## src/rtl/smtsel_pkg.sv

```systemverilog
// Shared constants and command encoding for the fetch thread selector.
// Assumes: byte addresses; watch granularity fixed at 8-byte blocks.
package smtsel_pkg;

    // Low address bits ignored when matching a watched block.
    localparam int unsigned WATCH_LSB = 3;

    // Watch command encoding carried on cmd_op.
    typedef enum logic {
        CMD_ARM     = 1'b0,
        CMD_QUIESCE = 1'b1
    } watch_cmd_e;

endpackage

```

## src/rtl/smtsel_inflight.sv

```systemverilog
// Per-thread in-flight instruction counter.
// Adds the fetched amount, removes retired and squashed amounts, and
// clamps the result to [0, 2^CNT_W-1]. Assumes all three inputs are
// valid every cycle (zero when idle).
module smtsel_inflight #(
    parameter int FETCH_W = 3,
    parameter int CNT_W   = 5
) (
    input  logic               clk,
    input  logic               rst_n,
    input  logic [FETCH_W-1:0] add_n,
    input  logic [FETCH_W-1:0] ret_n,
    input  logic [FETCH_W-1:0] sq_n,
    output logic [CNT_W-1:0]   count_o
);

    localparam int SUM_W = CNT_W + FETCH_W + 2;
    localparam logic [SUM_W-1:0] CNT_MAX = SUM_W'((1 << CNT_W) - 1);

    logic [CNT_W-1:0] count_q;
    logic [SUM_W-1:0] up_sum;
    logic [SUM_W-1:0] down_sum;
    logic [SUM_W-1:0] diff;
    logic [CNT_W-1:0] count_d;

    // Compute the clamped next count.
    always_comb begin
        up_sum   = SUM_W'(count_q) + SUM_W'(add_n);
        down_sum = SUM_W'(ret_n) + SUM_W'(sq_n);
        diff     = up_sum - down_sum;
        if (down_sum > up_sum) begin
            count_d = '0;
        end else if (diff > CNT_MAX) begin
            count_d = CNT_MAX[CNT_W-1:0];
        end else begin
            count_d = diff[CNT_W-1:0];
        end
    end

    // Hold the count register.
    always_ff @(posedge clk) begin
        if (!rst_n) begin
            count_q <= '0;
        end else begin
            count_q <= count_d;
        end
    end

    assign count_o = count_q;

endmodule

```

## src/rtl/smtsel_watch.sv

```systemverilog
// Per-thread address watch and sleep state.
// An arm records the block tag and wakes the thread. A matching store
// wakes and disarms it. A quiesce puts the thread to sleep only if it is armed.
// Priority within one cycle: arm, then store match, then quiesce.
module smtsel_watch #(
    parameter int TAG_W = 29
) (
    input  logic             clk,
    input  logic             rst_n,
    input  logic             arm_i,
    input  logic             quiesce_i,
    input  logic [TAG_W-1:0] arm_tag_i,
    input  logic             snoop_v_i,
    input  logic [TAG_W-1:0] snoop_tag_i,
    output logic             armed_o,
    output logic             asleep_o
);

    logic             armed_q;
    logic             asleep_q;
    logic [TAG_W-1:0] tag_q;
    logic             hit;

    // Detect a store to the watched block.
    assign hit = snoop_v_i && armed_q && (snoop_tag_i == tag_q);

    // Update the armed, sleep and tag state.
    always_ff @(posedge clk) begin
        if (!rst_n) begin
            armed_q  <= 1'b0;
            asleep_q <= 1'b0;
            tag_q    <= '0;
        end else if (arm_i) begin
            armed_q  <= 1'b1;
            asleep_q <= 1'b0;
            tag_q    <= arm_tag_i;
        end else if (hit) begin
            armed_q  <= 1'b0;
            asleep_q <= 1'b0;
        end else if (quiesce_i && armed_q) begin
            asleep_q <= 1'b1;
        end
    end

    assign armed_o  = armed_q;
    assign asleep_o = asleep_q;

endmodule

```

## src/rtl/smtsel_picker.sv

```systemverilog
// Least-count thread picker with a rotating tie-break.
// Scans the threads from the one after the last grant, keeping the first
// strictly smaller count, so equal counts go to the earliest thread in
// rotated order. The grant pointer moves only when a thread is picked.
module smtsel_picker #(
    parameter int NUM_THR = 4,
    parameter int CNT_W   = 5,
    parameter int TID_W   = 2
) (
    input  logic                          clk,
    input  logic                          rst_n,
    input  logic [NUM_THR-1:0][CNT_W-1:0] cnt_i,
    input  logic [NUM_THR-1:0]            elig_i,
    output logic                          sel_valid_o,
    output logic [TID_W-1:0]              sel_tid_o
);

    logic [TID_W-1:0] last_q;
    logic [TID_W-1:0] scan_idx;
    logic [TID_W-1:0] best_tid;
    logic [CNT_W-1:0] best_cnt;
    logic             found;

    // Rotated scan for the smallest eligible count.
    always_comb begin
        found    = 1'b0;
        best_tid = '0;
        best_cnt = '1;
        scan_idx = '0;
        for (int k = 0; k < NUM_THR; k++) begin
            scan_idx = TID_W'((int'(last_q) + 1 + k) % NUM_THR);
            if (elig_i[scan_idx] && (!found || (cnt_i[scan_idx] < best_cnt))) begin
                found    = 1'b1;
                best_tid = scan_idx;
                best_cnt = cnt_i[scan_idx];
            end
        end
    end

    // Remember the last granted thread.
    always_ff @(posedge clk) begin
        if (!rst_n) begin
            last_q <= TID_W'(NUM_THR - 1);
        end else if (found) begin
            last_q <= best_tid;
        end
    end

    assign sel_valid_o = found;
    assign sel_tid_o   = best_tid;

endmodule

```

## src/rtl/smt_fetch_pick.sv

```systemverilog
// Top of the fetch thread selector.
// Decodes watch commands per thread, builds one counter and one watch
// unit per thread, and feeds the awake threads to the picker.
// Assumes at most one watch command and one observed store per cycle.
module smt_fetch_pick
    import smtsel_pkg::*;
#(
    parameter  int NUM_THR = 4,
    parameter  int FETCH_W = 3,
    parameter  int CNT_W   = 5,
    parameter  int ADDR_W  = 32,
    localparam int TID_W   = (NUM_THR > 1) ? $clog2(NUM_THR) : 1
) (
    input  logic                            clk,
    input  logic                            rst_n,
    input  logic [NUM_THR-1:0][FETCH_W-1:0] fetch_n,
    input  logic [NUM_THR-1:0][FETCH_W-1:0] retire_n,
    input  logic [NUM_THR-1:0][FETCH_W-1:0] squash_n,
    input  logic                            cmd_valid,
    input  logic                            cmd_op,
    input  logic [TID_W-1:0]                cmd_tid,
    input  logic [ADDR_W-1:0]               cmd_addr,
    input  logic                            st_valid,
    input  logic [ADDR_W-1:0]               st_addr,
    output logic                            sel_valid,
    output logic [TID_W-1:0]                sel_tid
);

    localparam int TAG_W = ADDR_W - WATCH_LSB;

    logic [NUM_THR-1:0][CNT_W-1:0] cnt_all;
    logic [NUM_THR-1:0]            armed;
    logic [NUM_THR-1:0]            sleeping;
    logic [NUM_THR-1:0]            arm_vec;
    logic [NUM_THR-1:0]            quiesce_vec;
    logic [TAG_W-1:0]              arm_tag;
    logic [TAG_W-1:0]              st_tag;
    logic                          unused_low_bits;

    // Drop the in-block offset bits from both addresses.
    assign arm_tag         = cmd_addr[ADDR_W-1:WATCH_LSB];
    assign st_tag          = st_addr[ADDR_W-1:WATCH_LSB];
    assign unused_low_bits = ^{cmd_addr[WATCH_LSB-1:0], st_addr[WATCH_LSB-1:0]};

    for (genvar g = 0; g < NUM_THR; g++) begin : g_thr
        // Route the command to its thread.
        assign arm_vec[g]     = cmd_valid && (cmd_op == CMD_ARM) && (cmd_tid == TID_W'(g));
        assign quiesce_vec[g] = cmd_valid && (cmd_op == CMD_QUIESCE) && (cmd_tid == TID_W'(g));

        smtsel_inflight #(
            .FETCH_W (FETCH_W),
            .CNT_W   (CNT_W)
        ) i_cnt (
            .clk     (clk),
            .rst_n   (rst_n),
            .add_n   (fetch_n[g]),
            .ret_n   (retire_n[g]),
            .sq_n    (squash_n[g]),
            .count_o (cnt_all[g])
        );

        smtsel_watch #(
            .TAG_W (TAG_W)
        ) i_watch (
            .clk         (clk),
            .rst_n       (rst_n),
            .arm_i       (arm_vec[g]),
            .quiesce_i   (quiesce_vec[g]),
            .arm_tag_i   (arm_tag),
            .snoop_v_i   (st_valid),
            .snoop_tag_i (st_tag),
            .armed_o     (armed[g]),
            .asleep_o    (sleeping[g])
        );
    end

    smtsel_picker #(
        .NUM_THR (NUM_THR),
        .CNT_W   (CNT_W),
        .TID_W   (TID_W)
    ) i_pick (
        .clk         (clk),
        .rst_n       (rst_n),
        .cnt_i       (cnt_all),
        .elig_i      (~sleeping),
        .sel_valid_o (sel_valid),
        .sel_tid_o   (sel_tid)
    );

endmodule

```

## config.mk

```make
export PLATFORM = sky130hd
export DESIGN_NAME = smt_fetch_pick
export DESIGN_NICKNAME = d
export VERILOG_FILES = /design/src/rtl/smtsel_pkg.sv /design/src/rtl/smtsel_inflight.sv /design/src/rtl/smtsel_watch.sv /design/src/rtl/smtsel_picker.sv /design/src/rtl/smt_fetch_pick.sv
export SDC_FILE = /design/constraint.sdc
export NUM_CORES = 1
export LEC_CHECK = 0
export BUFFER_PORTS_ARGS = -buffer_cell sky130_fd_sc_hd__clkbuf_2
export CAP_MARGIN = 40
export CORE_MARGIN = 3
export CORE_UTILIZATION = 55
export DETAILED_ROUTE_END_ITERATION = 10
export PLACE_DENSITY_LB_ADDON = 0.3
export SYNTH_ARGS = -nofsm -noshare
export SYNTH_HDL_FRONTEND = slang
export SYNTH_HIERARCHICAL = 1
export SYNTH_SLANG_ARGS = --single-unit
```

## constraint.sdc

```tcl
create_clock -name clk -period 27.3 [get_ports clk]
set_clock_uncertainty 0.15 [all_clocks]
set_input_delay 8.19 -clock clk [delete_from_list [all_inputs] [get_ports clk]]
set_output_delay 8.19 -clock clk [all_outputs]
set_load 0.05 [all_outputs]
```

==> impl_metrics.toml <==
[synth]
synth.avg_cell_area_sq_um = 9.49
commonest_cells_post_synth = "dfxtp_1, nor2b_1, mux2i_1, xor2_1, a21oi_1"
yosys_most_used_dff = "dfxtp_1"
post_synthesis_async_set_or_reset_flop_share_pct = 0
postSynthRegisterBits = 146
synth.yosys.warnings = 6
netlist_instances = 1032
synth_area_sq_um = 9790
synth.area.top_cells = "dfxtp_1, mux2i_1, nor2b_1"
yosysTopAreaCellShare_pct = 29.9
synth_cell_type_count = 69
synth-edff-count = 0
synthesis.nets = 1202
synthMostInstantiatedCell = "dfxtp_1"
library_cell_occupying_the_most_area_in_the_post_synthesis_netlist = "dfxtp_1"
post_synthesis_sequential_area_ratio_pct = 29.9

[global_route]
vias_in_the_first_global_route = 7361
global_route.usage.total_pct = 22.3
pin_count_of_the_biggest_net_entering_global_routing = 98
grt_first_pass_wirelength_um = 36000
antenna_violations_before_repair = 0
grt_remaining_overflow = 0

[sta]
final.setup.tns_ns = 0
min_period_ns = 15.77
relSlewSlack_pct = 57.1
final_cycle_share_pct = 57.8
least_margin_pin_slew_ns = 0.643
grt_setup_unrepaired = "false"
setup_viol = 0
report.final.slew_viol_count = 0
worst_slack_ns = 11.53
finalHoldViolations = 0
max_freq_mhz = 63.4

[cells_and_area]
final_nets = 1294
num_antenna_cells = 0
layout-area-overhead-vs-synth_pct = 13.4
layout-drive-gt1-share_pct = 16.7

[hold_path]
min_path_type = "register to register"

[critical_path]
required_ns = 18.96
worstPathMaxFanout = 44
cp.buffers_inverters = 2
critical_path.slowest_cell = "mux4_2"
worstSetupPathType = "register to output pin"
r2r_slack_ns = 20.26
max_stage_delay_ns = 0.73
worstPathArrival_ns = 7.43
cp-end-kind = "output pin"
critical_path.top_delay_family = "compound AO/OA/AOI/OAI gates"
critical_path_startpoint_category = "register"

[detailed_routing]
drcViolationCount = 0
firstDrtPassIters = 5
number_of_drc_markers_in_iteration_0 = 405
number_of_routed_nets_with_antenna_violations = 0
vias_per_cell = 5.52
detail_route.wirelength_um = 21600
routed_wire_length_per_instance_um = 15.9
vias = 7512

[floorplanning]
rows = 48
start_util_pct = 56.4
core_area_sq_um = 17400
die_w_um = 139
die_h_um = 139
die_footprint_sq_um = 19400
ioPinCount = 110

[clock_tree]
clkLatencyLatePin_ns = 0.42
holdBufCountCts = 0
cts_num_sinks = 146
cts_tree = "done"
cts_made_buffers = 17
clock_path_buffers = 2
cts.htree.levels = 4
worst_setup_hold_path_clk_slew_ns = 0.06
cts-root-buf = "clkbuf_16"
ctsResizeCount = 0
cts_post_setup_buffers_inserted = 0

[power]
ir_drop_mv = 0.224
power_w = 0.00110
p_per_area_nw_per_um2 = 99.1
power.static_leakage_nw = 4.48

[run_status]
status = "complete, no violations"

[placed_design]
dp_hpwl_um = 15900
dp_worst_setup_slack_ns = 12.05
gp_congestion = 0.903
io_buffers = 103

[flow_run]
maxCapViolCount = 0
-- stage by stage --
stage	area, sq um	util, %	std cells	hold WS (ns)
floorplan	9790	-	1032	0.304
global placement	10500	60.2	1327	0.322
detailed placement	10500	60.6	1330	0.329
CTS	11100	64.0	1360	0.338
global route	11100	64.0	1360	0.370
finish	11100	64.0	1360	0.337
-- cells in the final DEF, fill, tap and decap left out, types with 14 or more instances in the layout --
cell type / n
a21oi_1: 62
clkbuf_16: 17
clkbuf_2: 102
dfxtp_1: 146
ha_1: 51
inv_1: 60
mux2i_1: 123
nand2_1: 32
nand4_1: 14
nor2_1: 22
nor2b_1: 128
nor4_1: 21
o21ai_0: 17
xnor2_1: 44
xor2_1: 88
-- registers in the layout (all words and copies together), names as in the netlist --
register / flops
i_pick/last_q: 2
g_thr.i_cnt/count_o: 20
g_thr.i_watch/armed_o: 4
g_thr.i_watch/tag_q: 116
g_thr.i_watch/asleep_o: 4
-- report_power, final --
group / leakage (nW) / internal [W] / total, W / switching, W
Combinational: 3.00 / 0.000263 / 0.000618 / 0.000355
Clock: 0.288 / 0.000144 / 0.000236 / 0.0000920
Sequential: 1.19 / 0.000229 / 0.000247 / 0.0000176
-- per-layer routing --
layer | wire [um] | global-route usage [%]
met1 | 9780 | 29.2
met2 | 10500 | 37.5
met3 | 1080 | 5.22
met4 | 301 | 5.41
met5 | 0 | 0
-- tightest hold or removal path: stages, from the launching register on --
cell	delay [ns]
dfxtp_1	0.32
nand2_1	0.06
o21ai_1	0.06
-- cell type report --
class	instances	area, sq um
inverter	61	229
clock inverter	11	153
timing repair buffer	112	629
clock buffer	19	433
sequential	146	2920
tap	225	282
multi-input combinational	786	6460
fill	1468	6250
-- cell families (layout without fill, tap and decap cells) --
kind of cell,Yosys count,in the layout,share of synthesized area [%]
AND/OR/NAND/NOR,293,293,18.8
AO/OA/AOI/OAI,157,157,10.3
flip-flops,146,146,29.9
multiplexers,141,141,16.0
XOR/XNOR,132,132,11.8
buffers and inverters,100,203,4.28
adder cells (fa/ha/maj),63,63,8.97
-- path summary, 6_finish.rpt --
check,to,from,depth (start not counted)
setup / recovery,sel_tid[1],i_pick/last_q[0],25
hold / removal,g_thr[3].i_watch/armed_o,g_thr[3].i_watch/armed_o,2
setup reg to reg,i_pick/last_q[1],i_pick/last_q[0],24
hold reg to reg,g_thr[3].i_watch/armed_o,g_thr[3].i_watch/armed_o,2
No activity file was read; power rests on OpenSTA's default activity.
